`src/rtl/mlspi_pkg.sv`:
```
package mlspi_pkg;

    localparam int IO_LANES = 4;

    typedef enum logic [1:0] {
        LANES_X1 = 2'b00,
        LANES_X2 = 2'b01,
        LANES_X4 = 2'b10
    } lane_mode_e;

    typedef struct packed {
        lane_mode_e mode;
        logic       ddr;
        logic       cpha;
        logic       tx_dir;
        logic       slave;
    } xfer_cfg_t;

    typedef struct packed {
        logic sample;
        logic advance;
    } shift_ev_t;

    function automatic int unsigned group_bits(lane_mode_e m);
        case (m)
            LANES_X1: return 1;
            LANES_X2: return 2;
            default:  return 4;
        endcase
    endfunction

    function automatic logic [IO_LANES-1:0] drive_mask(xfer_cfg_t c);
        case (c.mode)
            LANES_X1: return c.slave ? 4'b0010 : 4'b0001;
            LANES_X2: return c.tx_dir ? 4'b0011 : 4'b0000;
            default:  return c.tx_dir ? 4'b1111 : 4'b0000;
        endcase
    endfunction

endpackage

```
`src/rtl/mlspi_edge_ctl.sv`:
```
module mlspi_edge_ctl
    import mlspi_pkg::*;
(
    input  logic      active_i,
    input  logic      started_i,
    input  xfer_cfg_t cfg_i,
    input  logic      lead_i,
    input  logic      trail_i,
    output shift_ev_t ev_o
);

    always_comb begin
        ev_o = '0;
        if (active_i) begin
            if (cfg_i.ddr) begin
                ev_o.sample  = lead_i | trail_i;
                ev_o.advance = lead_i | trail_i;
            end else if (!cfg_i.cpha) begin
                ev_o.sample  = lead_i;
                ev_o.advance = trail_i;
            end else begin
                // first leading edge only presents the first group
                ev_o.sample  = trail_i;
                ev_o.advance = lead_i & started_i;
            end
        end
    end

endmodule

```
`src/rtl/mlspi_shifter.sv`:
```
module mlspi_shifter
    import mlspi_pkg::*;
#(
    parameter int CHAR_W = 8
) (
    input  logic                clk,
    input  logic                rst,
    input  logic                load_i,
    input  logic [CHAR_W-1:0]   tx_byte_i,
    input  xfer_cfg_t           cfg_i,
    input  shift_ev_t           ev_i,
    input  logic [IO_LANES-1:0] rx_grp_i,
    output logic [IO_LANES-1:0] tx_grp_o,
    output logic [CHAR_W-1:0]   rx_next_o,
    output logic                last_o
);

    localparam int CNT_W = $clog2(CHAR_W + 1);

    logic [CHAR_W-1:0] tx_sh, rx_sh, tx_adv;
    logic [CNT_W-1:0]  cnt, step;

    always_comb begin
        case (cfg_i.mode)
            LANES_X1: begin
                tx_grp_o  = {3'b000, tx_sh[CHAR_W-1]};
                tx_adv    = {tx_sh[CHAR_W-2:0], 1'b0};
                rx_next_o = {rx_sh[CHAR_W-2:0], rx_grp_i[0]};
            end
            LANES_X2: begin
                tx_grp_o  = {2'b00, tx_sh[CHAR_W-1 -: 2]};
                tx_adv    = {tx_sh[CHAR_W-3:0], 2'b00};
                rx_next_o = {rx_sh[CHAR_W-3:0], rx_grp_i[1:0]};
            end
            default: begin
                tx_grp_o  = tx_sh[CHAR_W-1 -: 4];
                tx_adv    = {tx_sh[CHAR_W-5:0], 4'b0000};
                rx_next_o = {rx_sh[CHAR_W-5:0], rx_grp_i[3:0]};
            end
        endcase
        step   = CNT_W'(group_bits(cfg_i.mode));
        last_o = ev_i.sample && ((cnt + step) == CNT_W'(CHAR_W));
    end

    always_ff @(posedge clk) begin
        if (rst) begin
            tx_sh <= '0;
            rx_sh <= '0;
            cnt   <= '0;
        end else if (load_i) begin
            tx_sh <= tx_byte_i;
            rx_sh <= '0;
            cnt   <= '0;
        end else begin
            if (ev_i.advance) tx_sh <= tx_adv;
            if (ev_i.sample) begin
                rx_sh <= rx_next_o;
                cnt   <= cnt + step;
            end
        end
    end

endmodule

```
`src/rtl/mlspi_lane_map.sv`:
```
module mlspi_lane_map
    import mlspi_pkg::*;
(
    input  xfer_cfg_t           cfg_i,
    input  logic                active_i,
    input  logic [IO_LANES-1:0] tx_grp_i,
    input  logic [IO_LANES-1:0] io_in_i,
    output logic [IO_LANES-1:0] io_out_o,
    output logic [IO_LANES-1:0] io_oe_o,
    output logic [IO_LANES-1:0] rx_grp_o
);

    always_comb begin
        case (cfg_i.mode)
            LANES_X1: begin
                io_out_o = cfg_i.slave ? {2'b00, tx_grp_i[0], 1'b0}
                                       : {3'b000, tx_grp_i[0]};
                rx_grp_o = {3'b000, cfg_i.slave ? io_in_i[0] : io_in_i[1]};
            end
            LANES_X2: begin
                io_out_o = {2'b00, tx_grp_i[1:0]};
                rx_grp_o = {2'b00, io_in_i[1:0]};
            end
            default: begin
                io_out_o = tx_grp_i;
                rx_grp_o = io_in_i;
            end
        endcase
        io_oe_o = active_i ? drive_mask(cfg_i) : '0;
    end

endmodule

```
`src/rtl/mlspi_shift_engine.sv`:
```
module mlspi_shift_engine
    import mlspi_pkg::*;
#(
    parameter int CHAR_W = 8
) (
    input  logic              clk,
    input  logic              rst,
    input  logic              load_i,
    input  logic [CHAR_W-1:0] tx_byte_i,
    input  logic [1:0]        lane_mode_i,
    input  logic              ddr_i,
    input  logic              cpha_i,
    input  logic              tx_dir_i,
    input  logic              slave_i,
    input  logic              lead_i,
    input  logic              trail_i,
    input  logic [3:0]        io_in_i,
    output logic [3:0]        io_out_o,
    output logic [3:0]        io_oe_o,
    output logic [CHAR_W-1:0] rx_data_o,
    output logic              done_o,
    output logic              busy_o,
    output logic              wcol_o
);

    xfer_cfg_t           cfg_q, cfg_in;
    shift_ev_t           ev;
    logic                busy_q, started_q, done_q, wcol_q, load_ok, last;
    logic [CHAR_W-1:0]   rbuf_q, rx_next;
    logic [IO_LANES-1:0] tx_grp, rx_grp;

    always_comb begin
        cfg_in.mode   = lane_mode_e'(lane_mode_i);
        cfg_in.ddr    = ddr_i;
        cfg_in.cpha   = cpha_i;
        cfg_in.tx_dir = tx_dir_i;
        cfg_in.slave  = slave_i;
        load_ok       = load_i & ~busy_q;
    end

    mlspi_edge_ctl u_edge (
        .active_i  (busy_q),
        .started_i (started_q),
        .cfg_i     (cfg_q),
        .lead_i    (lead_i),
        .trail_i   (trail_i),
        .ev_o      (ev)
    );

    mlspi_shifter #(.CHAR_W(CHAR_W)) u_shift (
        .clk       (clk),
        .rst       (rst),
        .load_i    (load_ok),
        .tx_byte_i (tx_byte_i),
        .cfg_i     (cfg_q),
        .ev_i      (ev),
        .rx_grp_i  (rx_grp),
        .tx_grp_o  (tx_grp),
        .rx_next_o (rx_next),
        .last_o    (last)
    );

    mlspi_lane_map u_map (
        .cfg_i     (cfg_q),
        .active_i  (busy_q),
        .tx_grp_i  (tx_grp),
        .io_in_i   (io_in_i),
        .io_out_o  (io_out_o),
        .io_oe_o   (io_oe_o),
        .rx_grp_o  (rx_grp)
    );

    always_ff @(posedge clk) begin
        if (rst) begin
            cfg_q     <= '0;
            busy_q    <= 1'b0;
            started_q <= 1'b0;
            done_q    <= 1'b0;
            wcol_q    <= 1'b0;
            rbuf_q    <= '0;
        end else begin
            done_q <= last;
            wcol_q <= load_i & busy_q;
            if (load_ok) begin
                cfg_q     <= cfg_in;
                busy_q    <= 1'b1;
                started_q <= 1'b0;
            end else begin
                if (last) busy_q <= 1'b0;
                if (busy_q && lead_i) started_q <= 1'b1;
            end
            if (last && (cfg_q.mode == LANES_X1 || !cfg_q.tx_dir))
                rbuf_q <= rx_next;
        end
    end

    assign rx_data_o = rbuf_q;
    assign done_o    = done_q;
    assign busy_o    = busy_q;
    assign wcol_o    = wcol_q;

endmodule

```
`config.mk`:
```
export PLATFORM = sky130hd
export DESIGN_NAME = mlspi_shift_engine
export DESIGN_NICKNAME = d
export VERILOG_FILES = /design/src/rtl/mlspi_pkg.sv /design/src/rtl/mlspi_edge_ctl.sv /design/src/rtl/mlspi_shifter.sv /design/src/rtl/mlspi_lane_map.sv /design/src/rtl/mlspi_shift_engine.sv
export SDC_FILE = /design/constraint.sdc
export NUM_CORES = 1
export LEC_CHECK = 0
export BUFFER_PORTS_ARGS = -buffer_cell sky130_fd_sc_hd__buf_2
export CORE_MARGIN = 8
export CORE_UTILIZATION = 58
export DETAILED_ROUTE_END_ITERATION = 8
export PLACE_DENSITY = 0.84
export SLEW_MARGIN = 0
export SYNTH_ARGS = -nofsm -noshare
export SYNTH_HDL_FRONTEND = slang
export SYNTH_SLANG_ARGS = --single-unit
export TNS_END_PERCENT = 50
```
`constraint.sdc`:
```
create_clock -name clk -period 7.5 [get_ports clk]
set_clock_uncertainty 0.05 [all_clocks]
set_input_delay 1.5 -clock clk [delete_from_list [all_inputs] [get_ports clk]]
set_output_delay 1.5 -clock clk [all_outputs]
set_load 0.02 [all_outputs]
```
---- Word-level counts from Yosys, hierarchy flattened ----
Cells that the tools add are included.
word-level totals
  register bits after elaboration ......... 37
  bits of input ports ..................... 23
  output and inout bits ................... 19
  word-level logic and storage cells ...... 50
cells by class
  add/subtract/negate cells ............... 1
  equality and inequality tests ........... 2
  muxes and demuxes ....................... 20
  bitwise gates (word level) .............. 5
  reduce and logical (&&, ||, !) cells .... 9
operators with widths
  operator                                                         number
  4-bit case mux with 2 select lines                               4
  8-bit case mux with 2 select lines                               2
  8-bit two-way mux                                                2
  2-bit two-way mux                                                6
  4-bit two-way mux                                                2
  3-bit case mux with 2 select lines                               1
  4-bit by 3-bit adder with 4-bit output                           1
  4-bit == test, second input constant                             1
  2-bit nonzero test                                               2
  1-bit bitwise AND                                                3
  1-bit logical AND                                                3
  1-bit two-way mux                                                3
  2-bit by 1-bit == test with 1-bit output, second input constant  1
  2-bit logical NOT                                                1
  2-bit OR reduction                                               1
  1-bit logical NOT                                                1
  1-bit logical OR                                                 1
  1-bit NOT                                                        1
  1-bit OR                                                         1

---- Depth between registers and ports, before layout ----
Gate-level depths: netlist (run 1).
  word-level depth ........................ 7
  gate-level depth with buffers ........... 10

---- Hierarchy ----
From an unflattened synthesis (run 1), not the netlist that was laid out.
second synthesis, totals
  cell total of the unflattened synthesis .. 251
  area, all modules ....................... 2194.6 µm²
by module, submodules not included
  module              instances  cells each  area each (µm²)  sequential area each (µm²)
  mlspi_shifter       1          149         1285.0           380.4
  mlspi_shift_engine  1          76          739.5            360.3
  mlspi_lane_map      1          18          128.9            0.0
  mlspi_edge_ctl      1          8           41.3             0.0

---- Worst setup path after synthesis (run 1) ----
OpenSTA, ideal clock, no wires.
  kind .................................... register to output
  from .................................... register cfg_q[5] (netlist bit)
  to ...................................... output io_oe_o[3]
  data arrival time ....................... 1.355 ns
  data required time ...................... 5.950 ns
  path slack .............................. 4.595 ns
  stages on the path, launching flop included .. 5
  path buffers ............................ 3
  cell sequence ........................... dfxtp_1 > buf_2 > clkbuf_1 > and3_1 > buf_4
between the ends
  cells in the longest elaborated chain, start to end .. 3
  elaborated cells between the ends (all ways) .. 4
  those cells by class .................... eq/ne: 1; mux: 2; reduce/logical: 1
RTL lines
  item                                                                           RTL line                  RTL
  start, declared                                                                mlspi_shift_engine.sv:26  xfer_cfg_t cfg_q, cfg_in;
  start signal, assigned                                                         mlspi_shift_engine.sv:85  cfg_q <= cfg_in;
  2-bit by 1-bit == test with 1-bit output or 2-bit logical NOT (tied branches)  mlspi_pkg.sv:33           case (c.mode)
  4-bit case mux with 2 select lines *                                           mlspi_pkg.sv:33
  4-bit two-way mux *                                                            mlspi_lane_map.sv:29      io_oe_o = active_i ? drive_mask(cfg_i) : '0;
  end, declared                                                                  mlspi_shift_engine.sv:19  output logic [3:0] io_oe_o,
Mark *: on every way between the ends. The rest lies on a longest branch, timed or not.

---- Final worst setup path (run 1) ----
  from .................................... register cfg_q[5] (netlist bit)
  to ...................................... output io_oe_o[0]
Same word-level chain as after synthesis.

==> flow_summary.toml, run 1 <==
[timing]
fmax_mhz = 288.1
rsz0062_at_grt = "no"
relSlewSlack_pct = 22.84
tns_ns = 0
finalMaxSlewViolations = 0
finalHoldViolations = 0
timing.final.crit_share_pct = 46.27
worst_pin_slew_ns = 1.152
setup-violations-final = 0
min_period_ns = 3.471

[floorplanning]
dieArea_sq_um = 5406
dieWidth_microns = 73.53
row_count = 21
fp.coreArea_sq_um = 3258
initial_core_util_pct = 58.91
ios = 42
die_y_microns = 73.53

[global_routing]
grt_util_all_layers_pct = 17.62
grt_max_degree = 27
grt_pass1_wl_mm = 7.555
overflow = 0
grt_pass1_vias = 1675
grt_antenna_before_repair = 0

[yosys]
syn_area_per_cell_sq_um = 8.345
synthCells = 230
synth_cell_type_count = 40
syn-num-nets = 257
syn_area_sq_um = 1919
seq_area_frac_synth_pct = 38.59
ys_warn_count = 0
ys_ff_latch = 37

[critical_path]
required_ns = 5.95
path_max_fanout = 19
path_class = "flip-flop to primary output"
crit_chain = "buf_4 > or3_1 > a21oi_1 > buf_2"
cp_slowest_stage_delay_ns = 0.50
crit_family = "flip-flops"
cpMaxStageDelayCell = "dfxtp_1"
critPathBufInv = 2
worstSetupEndpointType = "primary output"
cp.arrival_ns = 1.92
crit_path_start_kind = "flip-flop"

[route]
routed-wl-met3_microns = 293
route.met2.wl_mm = 1.999
ant_nets = 0
first_pass_iters = 4
wl_per_cell_microns = 14.61
routed.top_layer = "met4"
via_per_inst = 5.667
drc = 0
vias = 1751
first_iter_violations = 95
wl_mm = 4.515
m1WireLength_mm = 2.126

[clock_tree]
cts_resized = 0
clock-root-buffer = "clkbuf_4"
cts_sinks = 37
h-tree-depth = 2
cts_made_buffers = 5
postCtsSetupBuffers = 0
clk_latency_ns = 0.34
clk_pin_slew_worst_paths_ns = 0.11
cts_max_path_buffers = 2
cts_tree = "yes"
cts_hold_buffers = 0

[finish]
nets = 289
syn_to_final_growth_pct = 11.80
layout-drive-gt1-share_pct = 22.05
layout_commonest_cell = "buf_2"
final_cells = 309
most-common-layout-cells = "buf_2 (41), dfxtp_1 (37), nand2_1 (29)"
diodes = 0

[job]
drv_cap = 0

[place]
dp_hpwl_mm = 3.224
placed_cells = 301
place_congestion = 0.8290
portBuffers = 41

[power]
ir_drop_mv = 0.1488
leakagePower_nw = 0.8521
power.density_nw_per_um2 = 176.8

[min_path]
hp-class = "flip-flop to flip-flop"

[run_status]
outcome = "completed"
==> metal layers <==
layer	vias to the layer above	global-route usage, %
li1	882	-
met1	797	23.10
met2	60	25.49
met3	12	5.593
met4	0	7.761
met5	-	0
==> cell usage after synthesis <==
master / count / area, sq um
nor2b_1: 2 / 12.51
a22oi_1: 1 / 7.510
mux2i_1: 14 / 140.1
ha_1: 3 / 37.54
and3_1: 3 / 18.77
mux2_4: 1 / 15.01
a31oi_1: 1 / 6.260
o31ai_1: 6 / 45.04
a2111oi_0: 1 / 8.760
mux2_2: 5 / 56.30
clkbuf_1: 8 / 30.03
inv_1: 1 / 3.750
fa_1: 1 / 20.02
a21oi_1: 26 / 130.1
or2_2: 1 / 6.260
o211ai_1: 6 / 45.04
or3_1: 7 / 43.79
o221ai_1: 1 / 8.760
nor3_1: 8 / 40.04
xnor2_1: 2 / 17.52
dfxtp_1: 37 / 740.7
nand3b_1: 1 / 7.510
nand2b_1: 1 / 6.260
nand3_2: 1 / 10.01
o221a_4: 1 / 20.02
nor2_1: 26 / 97.59
o21ai_1: 7 / 35.03
a211oi_1: 2 / 15.01
buf_6: 2 / 22.52
o21ai_0: 7 / 35.03
buf_4: 2 / 15.01
and2_1: 2 / 12.51
buf_2: 5 / 25.02
a21o_1: 1 / 7.510
a311oi_1: 2 / 17.52
o21a_1: 1 / 7.510
and3_4: 1 / 11.26
o21ai_4: 1 / 16.27
nand2_1: 29 / 108.9
nand3_1: 3 / 15.01
==> final timing paths <==
| path | startpoint | to | slack (ns) | cells after the start |
|---|---|---|---|---|
| max | cfg_q[5] | io_oe_o[0] | 4.03 | 4 |
| min | u_shift.cnt[0] | u_shift.cnt[0] | 0.42 | 2 |
| max reg2reg | cfg_q[4] | rx_data_o[2] | 4.38 | 7 |
| min reg2reg | u_shift.cnt[0] | u_shift.cnt[0] | 0.42 | 2 |
==> registers in the layout, indices dropped and copies added, names as in the netlist <==
signal         cells
rx_data_o          8
u_shift.tx_sh      8
u_shift.rx_sh      7
cfg_q              6
u_shift.cnt        4
busy_o             1
done_o             1
started_q          1
wcol_o             1
==> cell type report <==
cell class,count,area [sq um]
fillers,303,1112
multi-input cells,175,1082
flip-flops and latches,37,740.7
repair buffers,42,212.7
well taps,46,57.56
clock buffers,8,48.80
inverters,1,3.754
==> stage by stage <==
step / hold WS [ns] / setup WS [ns] / cell area, sq um / power, W / utilization (%)
3_3_place_gp: 0.4087 / 4.245 / 2097 / 0.0002819 / 64.36
4_1_cts: 0.4221 / 4.016 / 2146 / 0.0003814 / 65.86
6_report: 0.4233 / 4.029 / 2146 / 0.0003793 / 65.86
5_1_grt: 0.4428 / 3.916 / 2146 / 0.0003991 / 65.86
2_1_floorplan: 0.3876 / 4.595 / 1919 / 0.0002653 / -
3_5_place_dp: 0.4074 / 4.198 / 2097 / 0.0002832 / 64.36
==> logic make-up after synthesis <==
logic type | after synthesis | synth area share (%)
buffers and inverters | 18 | 5.019
AOI/OAI and AO/OA | 64 | 21.12
muxes | 20 | 11.02
and+or+nand+nor | 85 | 20.34
xor gates and xnor gates | 2 | 0.9128
adders and majority gates | 4 | 2.999
DFF | 37 | 38.59
==> worst reg2reg max path: stages (launching register included) <==
cell	delay, ns
dfxtp_1	0.91
nor2_1	0.25
ha_1	0.28
fa_1	0.46
nor2_1	0.15
nand3_1	0.34
or3_1	0.47
a21oi_1	0.13
==> report_power, final <==
group | leakage (nW) | total [W] | switching, W | internal, W
Sequential | 0.301 | 0.000217 | 0.0000122 | 0.000205
Combinational | 0.524 | 0.0000628 | 0.0000370 | 0.0000258
Clock | 0.0265 | 0.0000996 | 0.0000622 | 0.0000374
Power figures use the tool's default switching activity.
==> inputs of run 2 (changes only) <==
ABC_AREA = 1   (was unset)
CORE_UTILIZATION = 54   (was 58)
PLACE_DENSITY = 0.79   (was 0.84)
clock period = 3.4 ns   (was 7.5 ns; I/O delays follow)
==> run 2 against run 1 <==
  * Critical endpoint is now io_out_o[1]
  * Sequential power grew 120%
  * Largest cell class unchanged
  * Via count grew 10%
  * Final cell count grew 19%
  * Global-route usage shrank 0.082 points
  * Clock power grew 140%
  * Non-clock buffer count is the same
  * Total power grew 140%
  * Utilization shrank 1.6 points
  * Register-to-register slack lost 3.5 ns
  * Routed wire length grew 4.7%
  * Design area grew 1.5%
==> flow_summary.toml, run 2 <==
[critical_path]
required_ns = 2.67
path_class = "flip-flop to primary output"
cp_slowest_stage_delay_ns = 0.65
crit_chain = "inv_1 > nand2_1 > o22ai_1 > a21oi_1 > nand2_1 > o211ai_1 > buf_2"
crit_path_start_kind = "flip-flop"
crit_family = "flip-flops"
cpMaxStageDelayCell = "dfxtp_1"
r2r_slack_ns = 0.84
worstSetupEndpointType = "primary output"
path_max_fanout = 15
critPathBufInv = 2
cp_common_cell = "nand2_1"
cp.arrival_ns = 2.15

[global_routing]
grt_antenna_before_repair = 0
grt_max_degree = 25
grt_pass1_vias = 1841
overflow = 0
grt_util_all_layers_pct = 17.54
grt_pass1_wl_mm = 7.900

[route]
routed-wl-met3_microns = 350
ant_nets = 0
wl_mm = 4.727
routed.top_layer = "met4"
first_iter_violations = 219
vias = 1926
first_pass_iters = 4
wl_per_cell_microns = 12.88
m1WireLength_mm = 2.168
via_per_inst = 5.248
drc = 0
route.met2.wl_mm = 2.135

[floorplanning]
die_y_microns = 75.81
dieArea_sq_um = 5747
ios = 42
dieWidth_microns = 75.81
initial_core_util_pct = 57.00
row_count = 21
fp.coreArea_sq_um = 3390

[place]
place_congestion = 0.9039
placed_cells = 360
portBuffers = 41
dp_hpwl_mm = 3.495

[timing]
finalHoldViolations = 0
fmax_mhz = 346.9
worst_pin_slew_ns = 0.6611
fin_hold_ws_ns = 0.4332
setup-violations-final = 0
finalMaxSlewViolations = 0
relSlewSlack_pct = 55.88
tns_ns = 0
min_period_ns = 2.883
rsz0062_at_grt = "no"
timing.final.crit_share_pct = 84.79

[yosys]
ys_ff_latch = 37
seq_area_frac_synth_pct = 38.34
synth_common_cells = "nand2_1 (55), nor2_1 (47), dfxtp_1 (37), inv_1 (31), o21ai_0 (29)"
synth_top_area_share_pct = 38.34
async_flop_share_pct = 0
syn-num-nets = 311
syn_area_sq_um = 1932
synth_flop_cell = "dfxtp_1"
synth_edf_count = 0
syn_area_per_cell_sq_um = 6.802
ys_top_cells_by_area = "dfxtp_1 (38%), nand2_1 (11%), nor2_1 (9.1%)"
synth_top_cell_by_area = "dfxtp_1"
synthCells = 284
synth_cell_type_count = 31
synth.most_common_cell = "nand2_1"
ys_warn_count = 0

[clock_tree]
h-tree-depth = 2
clk_pin_slew_worst_paths_ns = 0.10
cts_resized = 0
cts_hold_buffers = 0
clock-root-buffer = "clkbuf_4"
cts_made_buffers = 5
clk_latency_ns = 0.35
cts_max_path_buffers = 2
cts_tree = "yes"
postCtsSetupBuffers = 0
cts_sinks = 37

[finish]
syn_to_final_growth_pct = 12.76
layout-drive-gt1-share_pct = 18.07
final_cells = 367
fillCellCount = 324
diodes = 0
nets = 348
layout_commonest_cell = "nand2_1"
most-common-layout-cells = "nand2_1 (55), nor2_1 (47), buf_2 (41)"

[power]
ir_drop_mv = 0.3213
power.density_nw_per_um2 = 420.4
leakagePower_nw = 1.069

[min_path]
hp-class = "flip-flop to flip-flop"

[job]
drv_cap = 0

[run_status]
outcome = "completed"
==> run 2: changes by cell type after synthesis, moves of 6 or more <==
cell	before	now
clkbuf_1	8	1
inv_1	1	31
mux2i_1	14	0
nand2_1	29	55
nand3_1	3	9
nor2_1	26	47
o21ai_0	7	29
o31ai_1	6	0
or3_1	7	0
==> run 2: layout make-up <==
cell class / instances / area, sq um / area share [%]
Multi-Input combinational cell: 200 / 975.9 / 44.80
Sequential cell: 37 / 740.7 / 34.00
Timing Repair Buffer: 42 / 212.7 / 9.764
Inverter: 35 / 136.4 / 6.261
Tap cell: 46 / 57.56 / 2.642
Clock buffer: 7 / 55.05 / 2.527
==> run 2: routing by layer <==
layer	track usage (%)	vias up
met5	0	-
met1	21.87	852
met4	7.676	0
met2	26.90	72
li1	-	994
met3	5.526	8
==> run 2: final timing paths <==
check	startpoint	endpoint	depth (start not counted)
hold / removal	u_shift.rx_sh[5]	u_shift.rx_sh[5]	2
setup reg to reg	cfg_q[5]	rx_data_o[5]	8
setup / recovery	cfg_q[5]	io_out_o[1]	7
hold reg to reg	u_shift.rx_sh[5]	u_shift.rx_sh[5]	2
==> run 2: kinds of logic (layout without fill, tap and decap cells) <==
family	after synthesis	in the layout	synth area share, %
xor gates and xnor gates	1	1	0.4535
and+or+nand+nor	122	122	26.55
buffers and inverters	47	84	11.14
DFF	37	37	38.34
AOI/OAI and AO/OA	73	73	20.53
adders and majority gates	4	4	2.980
==> run 2: power by group <==
part	internal, W	total, W	switching [W]
logic	0.0000659	0.000194	0.000128
clock network	0.0000977	0.000239	0.000142
registers	0.000458	0.000482	0.0000245
total	0.000622	0.000916	0.000294
==> run 2: per-stage QoR <==
| stage | total power [W] | util (%) | setup slack (ns) | cell area (sq um) |
|---|---|---|---|---|
| after floorplan | 0.0006325 | - | 1.045 | 1932 |
| after global placement | 0.0006803 | 62.64 | 0.9597 | 2123 |
| after detailed placement | 0.0006828 | 62.64 | 0.8617 | 2123 |
| after CTS | 0.0009163 | 64.27 | 0.5631 | 2178 |
| after global routing | 0.0009635 | 64.27 | 0.3230 | 2178 |
| final | 0.0009158 | 64.27 | 0.5170 | 2178 |
==> run 2: worst register-to-register path, stage by stage, from the launching register on <==
cell     delay [ns]
dfxtp_1        0.48
nor2_1         0.52
fa_1           0.53
or2_1          0.23
nor2_2         0.19
nand4_4        0.23
nand2_1        0.11
nand2_1        0.05
nor2_1         0.12
